===== config.mk =====
export PLATFORM = sky130hd
export DESIGN_NAME = result_serializer
export DESIGN_NICKNAME = d
export VERILOG_FILES = /design/src/rtl/result_serializer.sv
export SDC_FILE = /design/constraint.sdc
export NUM_CORES = 1
export LEC_CHECK = 0
export BUFFER_PORTS_ARGS = -buffer_cell sky130_fd_sc_hd__buf_4
export CAP_MARGIN = 10
export CORE_ASPECT_RATIO = 0.8
export CORE_MARGIN = 2
export CORE_UTILIZATION = 57
export CTS_CLUSTER_SIZE = 8
export DETAILED_ROUTE_END_ITERATION = 8
export PLACE_DENSITY_LB_ADDON = 0.25
export RECOVER_POWER = 50
export SYNTH_ARGS = -nofsm -noshare
export SYNTH_HDL_FRONTEND = slang
export SYNTH_SLANG_ARGS = --single-unit

===== constraint.sdc =====
create_clock -name clk -period 2.3 [get_ports clk]
set_input_delay 0.115 -clock clk [delete_from_list [all_inputs] [get_ports clk]]
set_output_delay 0.115 -clock clk [all_outputs]
set_load 0.05 [all_outputs]

===== src/rtl/result_serializer.sv =====
module result_serializer #(
  parameter int WIDTH = 16,
  parameter int HALF  = 2
) (
  input  logic             clk,
  input  logic             rst_n,
  input  logic             ext_mode,
  input  logic             cs_n,
  input  logic             rc,
  input  logic             load_valid,
  input  logic [WIDTH-1:0] load_data,
  input  logic             ext_sclk,
  output logic             sdata,
  output logic             sync,
  output logic             int_sclk
);
  localparam int PER = 2 * HALF;
  localparam int PW  = $clog2(PER);
  localparam int CW  = $clog2(WIDTH);
  localparam logic [CW-1:0] LAST  = CW'(WIDTH - 1);
  localparam logic [PW-1:0] PLAST = PW'(PER - 1);
  localparam logic [PW-1:0] PHALF = PW'(HALF);

  typedef enum logic [1:0] {E_IDLE, E_ARMED, E_SYNC, E_SHIFT} ext_st_t;

  logic [WIDTH-1:0] result_q;
  logic [WIDTH-1:0] shreg;
  logic             ibusy;
  logic [PW-1:0]    ph;
  logic [CW-1:0]    bcnt;
  ext_st_t          estate;
  logic             sclk_d;
  logic             both_low_d;

  wire both_low   = !cs_n && !rc;
  wire conv_start = both_low && !both_low_d;
  wire read_cond  = !cs_n && rc;
  wire arm_cond   = cs_n || both_low;
  wire ext_rise   = ext_sclk && !sclk_d;

  always_ff @(posedge clk or negedge rst_n) begin
    if (!rst_n)          result_q <= '0;
    else if (load_valid) result_q <= load_data;
  end

  always_ff @(posedge clk or negedge rst_n) begin
    if (!rst_n) begin
      shreg      <= '0;
      ibusy      <= 1'b0;
      ph         <= '0;
      bcnt       <= '0;
      estate     <= E_IDLE;
      sclk_d     <= 1'b0;
      both_low_d <= 1'b0;
    end else begin
      sclk_d     <= ext_sclk;
      both_low_d <= both_low;
      if (!ext_mode) begin
        estate <= E_IDLE;
        if (!ibusy) begin
          if (conv_start) begin
            ibusy <= 1'b1;
            ph    <= '0;
            bcnt  <= '0;
            shreg <= result_q;
          end
        end else if (ph == PLAST) begin
          ph <= '0;
          if (bcnt == LAST) begin
            ibusy <= 1'b0;
          end else begin
            bcnt  <= bcnt + CW'(1);
            shreg <= {shreg[WIDTH-2:0], 1'b0};
          end
        end else begin
          ph <= ph + PW'(1);
        end
      end else begin
        ibusy <= 1'b0;
        ph    <= '0;
        if (ext_rise) begin
          case (estate)
            E_IDLE:  if (arm_cond) estate <= E_ARMED;
            E_ARMED: if (read_cond) begin
                       estate <= E_SYNC;
                       shreg  <= result_q;
                     end
            E_SYNC:  begin
                       estate <= E_SHIFT;
                       bcnt   <= '0;
                     end
            default: if (bcnt == LAST) begin
                       estate <= E_IDLE;
                     end else begin
                       bcnt  <= bcnt + CW'(1);
                       shreg <= {shreg[WIDTH-2:0], 1'b0};
                     end
          endcase
        end
      end
    end
  end

  assign sync     = (estate == E_SYNC);
  assign int_sclk = ibusy && (ph != '0) && (ph <= PHALF);
  assign sdata    = (ibusy || estate == E_SHIFT) && shreg[WIDTH-1];

endmodule



## After elaboration in Yosys (flattened, before gate mapping)

Cells that the tools add are included.

| storage, ports and cells | value |
|---|---|
| bits in registers | 43 |
| bits of input ports | 23 |
| output and inout bits | 3 |
| word-level logic and storage cells | 74 |

| cells by class | value |
|---|---|
| add/sub/neg operators | 2 |
| $lt $le $gt $ge | 1 |
| equal/unequal tests | 12 |
| muxes and demuxes | 30 |
| reductions and logical operators | 21 |

Operator list:

| cell | count |
|---|---|
| $mux W16 | 7 |
| $pmux W16 S2 | 1 |
| $mux W4 | 6 |
| $mux W2 | 9 |
| $pmux W4 S2 | 1 |
| $reduce_and A4 Y1 | 2 |
| $logic_and A1 B1 Y1 | 7 |
| $eq A2 B2 Y1 const B | 3 |
| $ne A3 B3 Y1 const B | 2 |
| $pmux W2 S3 | 1 |
| $mux W1 | 5 |
| $ne A5 B1 Y1 const B | 1 |
| $reduce_and A5 Y1 | 1 |
| $add A4 B1 Y4 const B | 1 |
| $eq A4 B4 Y1 const B | 1 |
| $logic_not A1 Y1 | 4 |
| $ne A2 B2 Y1 const B | 2 |
| $reduce_or A2 Y1 | 2 |
| $ne A3 B2 Y1 const B | 1 |
| $reduce_bool A3 Y1 | 1 |
| $add A2 B1 Y2 const B | 1 |
| $eq A2 B1 Y1 const B | 1 |
| $le A2 B2 Y1 const B | 1 |
| $logic_not A2 Y1 | 1 |
| other kinds (3) | 4 |

## Depth between registers and ports, before layout

Gate-level depths: netlist (run 1).

| depth | value |
|---|---|
| depth in word-level cells | 7 |
| gate-level depth with buffers | 7 |
| mapped depth without buffers | 6 |

## Worst setup path after synthesis (run 1)

No wires, ideal clock.

| timing path | value |
|---|---|
| kind | reg2reg |
| start point | register estate[0] |
| end point | register bcnt[0] |
| setup time | 0.125 ns |
| data arrival time | 1.907 ns |
| slack | 0.269 ns |
| cell stages (with the launch flop) | 7 |
| cells stage by stage | dfrtp_1 inv_1 ha_1 or4b_4 a22oi_4 a21bo_1 mux2_2 |

| between the ends | value |
|---|---|
| longest elaborated chain between the ends | 5 |
| elaborated cells on any way between the ends | 9 |
| classes of those cells | 3 x eq/ne; 3 x mux; 3 x reduce/logical |

Ends and longest elaborated chain:

| item | line | text |
|---|---|---|
| start, declared | 31 | `ext_st_t estate;` |
| start signal, assigned | 52 | `estate <= E_IDLE;` |
| start signal, assigned | 59 | `estate <= E_IDLE;` |
| start signal, assigned | 83 | `E_IDLE: if (arm_cond) estate <= E_ARMED;` |
| $eq A2 B1 Y1 / $logic_not A2 Y1 (equally long branches) | 82 | `case (estate)` |
| $reduce_or A2 Y1 (no line) | n/a |  |
| $pmux W4 S2 | 82 |  |
| $mux W4 | 81 | `if (ext_rise) begin` |
| $mux W4 | 58 | `if (!ext_mode) begin` |
| end signal, assigned | 72 | `bcnt <= bcnt + CW'(1);` |
| end signal, assigned | 95 | `bcnt <= bcnt + CW'(1);` |
| end, declared | 30 | `logic [CW-1:0] bcnt;` |

Parallel ways exist; a longest one is shown, timed or not. The select of a mux whose other input is x is not followed.
A chain may end at the register's enable or synchronous reset.

## Worst setup path after layout (run 1)

Ends and elaborated chain as after synthesis.

==> metrics.yaml, run 1 <==
power:
  power.density_nw_per_um2: 774
  p_switching_uw: 526
  p_int_mw: 1.33
  leakage_nw: 1.04
  peakVddDrop_mv: 0.565
  p_seq_frac: 0.520
  clockPowerShare: 0.285
  power_frac_comb: 0.195
  p_sw_frac: 0.283
floorplanning:
  dieArea_sq_um: 4080
  die_y_um: 57.6
  start_util: 0.597
  die_width_um: 70.9
  ios: 26
  core_area_sq_um: 3420
  placementRows: 19
layout:
  multi_input_area_sq_um: 916
  fin_nets: 229
  area_growth_pct: 17.5
  num_antenna_cells: 0
  seq_area_sq_um: 1080
  fill_cells: 256
  drive_gt1_frac: 0.298
routing:
  wl_per_cell_um: 17.2
  final_antenna_net_count: 0
  wirelength_mm: 4.13
  drc_errors: 0
  first_iter_violations: 138
  viasPerCell: 6.20
  vias: 1489
  first_pass_iters: 4
global_routing:
  met1_usage: 0.314
  overflow: 0
  met2_usage: 0.344
  antenna_found_initial: 0
  grt_pass1_wl_mm: 7.12
  track_usage: 0.231
  use_met3: 0.0583
  busiest_layer: "met2"
  grt_max_degree: 44
  grt_pass1_vias: 1495
synthesis:
  netlist-cell-type-count: 34
  synth_seq_area_share: 0.527
  syn_avg_cell_area_sq_um: 12.2
  synth_nets: 199
  yosys_warnings: 0
  synthCells: 167
  ys_seq_elements: 43
  synth_area_sq_um: 2040
worst_setup_path:
  r2r_end: "bcnt[0]"
  endpoint_kind: "flop"
  r2r_cells: 6
  crit_arrival_ns: 2.34
  required_ns: 2.49
  regToRegSetupSlack_ns: 0.15
  critPathLaunchType: "flop"
  critPathKind: "reg2reg"
  crit_fanout: 6
  worstReg2RegStart: "estate[0]"
min_path:
  hold_end: "result_q[2]"
  min_path_cells: 2
  worstHoldPathType: "in2reg"
  hold_path_startpoint: "load_data[2]"
timing:
  setup_tns_ns: 0
  period_needed_ns: 2.15
  rsz0062_at_grt: "false"
  fin_worst_skew_ns: 0.00397
  fin_crit_sh: 0.934
  slew_viol_final: 0
  report.final.hold_viol_count: 0
  slew_headroom: 0.328
  whs_ns: 0.0395
  worst_slack_ns: 0.152
  max_freq_mhz: 465
  setup_viol: 0
  worst_pin_slew_ns: 1.01
clock_tree:
  cts_sinks: 43
  clk_pin_slew_ns: 0.08
  worstSkewPairLatency_ns: 0.30
  tritoncts: "yes"
  cts_made_buffers: 5
  cts_root_buf: "clkbuf_8"
  cts_buffer_depth: 2
  htreeDepth: 2
place:
  place_hpwl_mm: 2.86
  dp_slack_ns: 0.131
  place_congestion: 0.781
  numPortBuffers: 25
outcome:
  status: "finished clean"
run:
  maxCapViolations: 0
[final cells by class]
| type | count | area share |
|---|---|---|
| clock buffers | 8 | 0.0417 |
| inverters | 5 | 0.00782 |
| multi-input cells | 111 | 0.381 |
| flip-flops and latches | 43 | 0.449 |
| well taps | 42 | 0.0219 |
| repair buffers | 31 | 0.0985 |
[worst max path at each step]
stage	startpoint	endpoint	slack (ns)
global placement	estate[0]	bcnt[0]	0.23
finish	estate[0]	bcnt[0]	0.15
global route	estate[0]	bcnt[0]	0.05
floorplan	estate[0]	bcnt[0]	0.27
detailed placement	estate[0]	bcnt[0]	0.13
CTS	estate[0]	bcnt[0]	0.11
[kinds of logic after synthesis]
kind of cell | share of synthesized area
AO/OA/AOI/OAI | 0.211
adder cells (fa/ha/maj) | 0.0551
buffers and inverters | 0.0269
flip-flops | 0.527
multiplexers | 0.0937
AND/OR/NAND/NOR | 0.0863
[synthesized netlist by cell type]
cell type   n  area (sq um)
o21ai_1     2          10.0
or4_4       1          11.3
nand4_1     2          12.5
o221ai_2    1          15.0
buf_1       1          3.75
a22oi_1    16           120
or2_2       1          6.26
a2111oi_2   1          15.0
nand2_1     7          26.3
a22oi_4     1          21.3
nor3b_2     1          12.5
clkbuf_1    2          7.51
nor3_1      3          15.0
o21ai_0     2          10.0
a221oi_1    1          8.76
or4b_4      1          13.8
buf_2       5          25.0
dfrtp_1    43          1080
nor3b_1     1          7.51
inv_1       5          18.8
mux2_2     17           191
a21bo_1     1          10.0
nand2b_1    3          18.8
a21oi_1     6          30.0
and3_1      2          12.5
o311ai_0    2          17.5
ha_1        9           113
a311oi_1    1          8.76
a22o_1      1          8.76
o2bb2ai_1  16           140
nor2_1      8          30.0
a41oi_1     1          8.76
o21a_1      1          7.51
nand3_1     2          10.0
[state kept, by name (all words and copies together), names as in the netlist]
signal      flops
result_q       16
shreg          16
bcnt            4
estate          2
ph              2
both_low_d      1
ibusy           1
sclk_d          1
[critical path, stage by stage, from the launching register on]
cell	delay [ns]
dfrtp_2	0.41
inv_1	0.09
ha_1	0.27
or4b_4	0.57
a22oi_4	0.20
a21bo_1	0.24
mux2_2	0.25
[per-stage QoR]
stage / total power [mW] / util / cell area (sq um) / cells
2_1_floorplan: 1.21 / - / 2040 / 167
3_3_place_gp: 1.30 / 0.661 / 2260 / 228
3_5_place_dp: 1.33 / 0.661 / 2260 / 228
4_1_cts: 1.86 / 0.702 / 2400 / 240
5_1_grt: 1.95 / 0.701 / 2400 / 240
6_report: 1.86 / 0.701 / 2400 / 240
[what timing repair did]
action,CTS,global route
hold endpoints to repair,45,0
resized for setup,0,2
buffers inserted,0,0
hold buffers,4,0
endpoints found under the setup margin,0,14
[routing by layer]
metal / vias up / wire length [um]
met1: 715 / 1790
met3: 10 / 294
li1: 702 / -
met5: - / 0
met2: 62 / 1960
met4: 0 / 85
[cells in the final DEF, fill, tap and decap left out, drive strengths merged, types with 2 or more instances in the layout]
cell         instances
nor2                 8
o311ai               2
dlygate4sd3          4
mux2                17
a21oi                6
nand4                2
inv                  5
and3                 2
nand2b               3
nand2                7
nor3                 3
ha                   9
clkbuf              10
nand3                2
dfrtp               43
o21ai                4
buf                 25
o2bb2ai             16
nor3b                2
a22oi               17
[power groups by stage]
stage | clock [mW] | sequential, mW | combinational, mW
finish | 0.530 | 0.965 | 0.362
global route | 0.567 | 0.982 | 0.402
CTS | 0.536 | 0.963 | 0.363
detailed placement | 0 | 0.975 | 0.357
global placement | 0 | 0.967 | 0.334
floorplan | 0 | 0.947 | 0.260
(Power assumes the default switching activity.)
==> inputs of run 2 (changes only) <==
CORE_UTILIZATION = 30   (was 57)
clock period = 2.5 ns   (was 2.3 ns; I/O delays follow)
==> run 2 against run 1 <==
  * First-iteration DRC count shrank 72%
  * Via count fell by 4.3%
  * Global-route usage shrank 12 points
  * Count of clock-buffer cells in the layout fell by 2
  * Die area up 83%
  * Clock skew up 0.0022 ns
  * Hold slack improved by 0.030 ns
  * Final cell count rose by 18%
  * Critical endpoint unchanged
  * Highest routed layer unchanged
==> metrics.yaml, run 2 (synthesis results as in run 1) <==
outcome:
  status: "finished clean"  # unchanged
timing:
  rsz0062_at_grt: "false"  # unchanged
  slew_headroom: 0.196  # was 0.328
  setup_tns_ns: 0  # unchanged
  worst_slack_ns: 0.344  # was 0.152 ns
  fin_crit_sh: 0.862  # was 0.934
  period_needed_ns: 2.16  # was 2.15 ns
  report.final.hold_viol_count: 0  # unchanged
  worst_pin_slew_ns: 1.20  # was 1.01 ns
  setup_viol: 0  # unchanged
  max_freq_mhz: 464  # was 465 MHz
  fin_worst_skew_ns: 0.00619  # was 0.00397 ns
  slew_viol_final: 0  # unchanged
worst_setup_path:
  crit_fanout: 6  # unchanged
  slowest_stage: "or4b_4"  # unchanged
  critPathKind: "reg2reg"  # unchanged
  r2r_cells: 6  # unchanged
  critPathLaunchType: "flop"  # unchanged
  required_ns: 2.68  # was 2.49 ns
  crit_arrival_ns: 2.33  # was 2.34 ns
  endpoint_kind: "flop"  # unchanged
  slowest_delay_ns: 0.56  # was 0.57 ns
  path_cells: "inv_1 -> ha_1 -> or4b_4 -> a22oi_4 -> a21bo_1 -> mux2_2"  # unchanged
floorplanning:
  start_util: 0.316  # was 0.597
  core_area_sq_um: 6470  # was 3420 sq um
  dieArea_sq_um: 7490  # was 4080 sq um
  ios: 26  # unchanged
  die_width_um: 96.3  # was 70.9 um
  die_y_um: 77.8  # was 57.6 um
  placementRows: 26  # was 19
routing:
  wl_per_cell_um: 13.9  # was 17.2 um
  drc_errors: 0  # unchanged
  vias: 1425  # was 1,489
  first_pass_iters: 4  # unchanged
  viasPerCell: 5.05  # was 6.20
  wirelength_mm: 3.91  # was 4.13 mm
  final_antenna_net_count: 0  # unchanged
  first_iter_violations: 39  # was 138
clock_tree:
  worstSkewPairLatency_ns: 0.28  # was 0.30 ns
  cts_root_buf: "clkbuf_8"  # unchanged
  post-cts-setup-buffers: 0  # unchanged
  cts_sinks: 43  # unchanged
  htreeDepth: 2  # unchanged
  tritoncts: "yes"  # unchanged
  cts_buffer_depth: 2  # unchanged
  clk_pin_slew_ns: 0.08  # about the same
  cts_made_buffers: 5  # unchanged
place:
  place_hpwl_mm: 2.71  # was 2.86 mm
  numPortBuffers: 25  # unchanged
  numPlacedInstances: 271  # was 228
  place_congestion: 0.815  # was 0.781
  dp_slack_ns: 0.354  # was 0.131 ns
layout:
  fin_nets: 230  # was 229
  layout_commonest_cell: "dfrtp_1"  # unchanged
  final_cells: 282  # was 240
  drive_gt1_frac: 0.288  # was 0.298
  num_antenna_cells: 0  # unchanged
  mostFrequentLayoutCells: "43 x dfrtp_1, 26 x buf_4, 17 x mux2_2"  # was 42 x dfrtp_1, 25 x buf_4, 17 x mux2_2
  area_growth_pct: 20.3  # was 17.5%
  reg_top3: "result_q: 16 flops, shreg: 16 flops, bcnt: 4 flops"  # unchanged
min_path:
  min_path_cells: 2  # unchanged
  worstHoldPathType: "in2reg"  # unchanged
global_routing:
  overflow: 0  # unchanged
  antenna_found_initial: 0  # unchanged
  track_usage: 0.114  # was 0.231
  grt_pass1_wl_mm: 6.78  # was 7.12 mm
  grt_max_degree: 44  # unchanged
  grt_pass1_vias: 1428  # was 1,495
power:
  leakage_nw: 1.05  # was 1.04 nW
  power.density_nw_per_um2: 702  # was 774 nW/um^2
  p_int_mw: 1.27  # was 1.33 mW
  p_sw_frac: 0.266  # was 0.283
  clockPowerShare: 0.298  # was 0.285
  peakVddDrop_mv: 0.213  # was 0.565 mV
  power_frac_comb: 0.190  # was 0.195
  p_switching_uw: 459  # was 526 uW
  p_seq_frac: 0.513  # was 0.520
run:
  maxCapViolations: 0  # unchanged
## run 2: cell count changes in the layout (fill, tap and decap cells not counted)
| cell | change |
|---|---|
| o21ai_2 | -1 |
| clkbuf_8 | -2 |
| o21ai_1 | +1 |
| dfrtp_2 | -1 |
| dfrtp_1 | +1 |
| buf_4 | +1 |
| bufinv_16 | +1 |
## run 2: worst max-delay path: cells and delay by family (launching register included)
kind,cells,cell delay (ns)
AOI/OAI and AO/OA,2,0.45
adders and majority gates,1,0.27
and+or+nand+nor,1,0.56
DFF,1,0.42
buffers and inverters,1,0.10
muxes,1,0.26
## run 2: power groups by stage
stage / Clock (mW) / Combinational (mW) / Sequential (mW)
2_1_floorplan: 0 / 0.239 / 0.872
3_3_place_gp: 0 / 0.324 / 0.897
3_5_place_dp: 0 / 0.326 / 0.896
4_1_cts: 0.534 / 0.332 / 0.885
5_1_grt: 0.561 / 0.364 / 0.900
6_report: 0.514 / 0.327 / 0.885
## run 2: per-stage QoR
| stage | hold slack [ns] | instance area [sq um] | total power, mW | util |
|---|---|---|---|---|
| 3_5_place_dp | 0.151 | 2320 | 1.22 | 0.359 |
| 2_1_floorplan | -0.171 | 2040 | 1.11 | - |
| 4_1_cts | 0.0598 | 2460 | 1.75 | 0.381 |
| 3_3_place_gp | 0.153 | 2320 | 1.22 | 0.359 |
| 6_report | 0.0692 | 2460 | 1.73 | 0.380 |
| 5_1_grt | 0.0562 | 2460 | 1.83 | 0.380 |
## run 2: area by class of cell
type | count | area [sq um]
sequential | 43 | 1080
multi-input combinational | 111 | 912
clock inverter | 1 | 30.0
tap | 84 | 105
timing repair buffer | 32 | 244
inverter | 5 | 18.8
fill | 635 | 4020
clock buffer | 6 | 72.6
## run 2: repair_timing
item                                   4_1_cts  5_1_grt
endpoints found under the hold margin       45        0
gates resized for setup                      0        0
hold buffers                                 4        0
## run 2: routing by layer
metal,part of all wire,global-route usage,vias up
met1,0.55,0.173,704
li1,-,-,698
met5,0,0,-
met3,0.030,0.0262,2
met2,0.42,0.158,21
met4,0.0077,0.0343,0
## run 2: path summary, 6_finish.rpt
check / startpoint / end / slack, ns
max in group asynchronous: rst_n / result_q[4] / 1.31
max: estate[0] / bcnt[0] / 0.34
max reg2reg: estate[0] / bcnt[0] / 0.34
min in group asynchronous: rst_n / result_q[7] / 0.56
min reg2reg: shreg[6] / shreg[6] / 0.49
min: load_data[1] / result_q[1] / 0.07
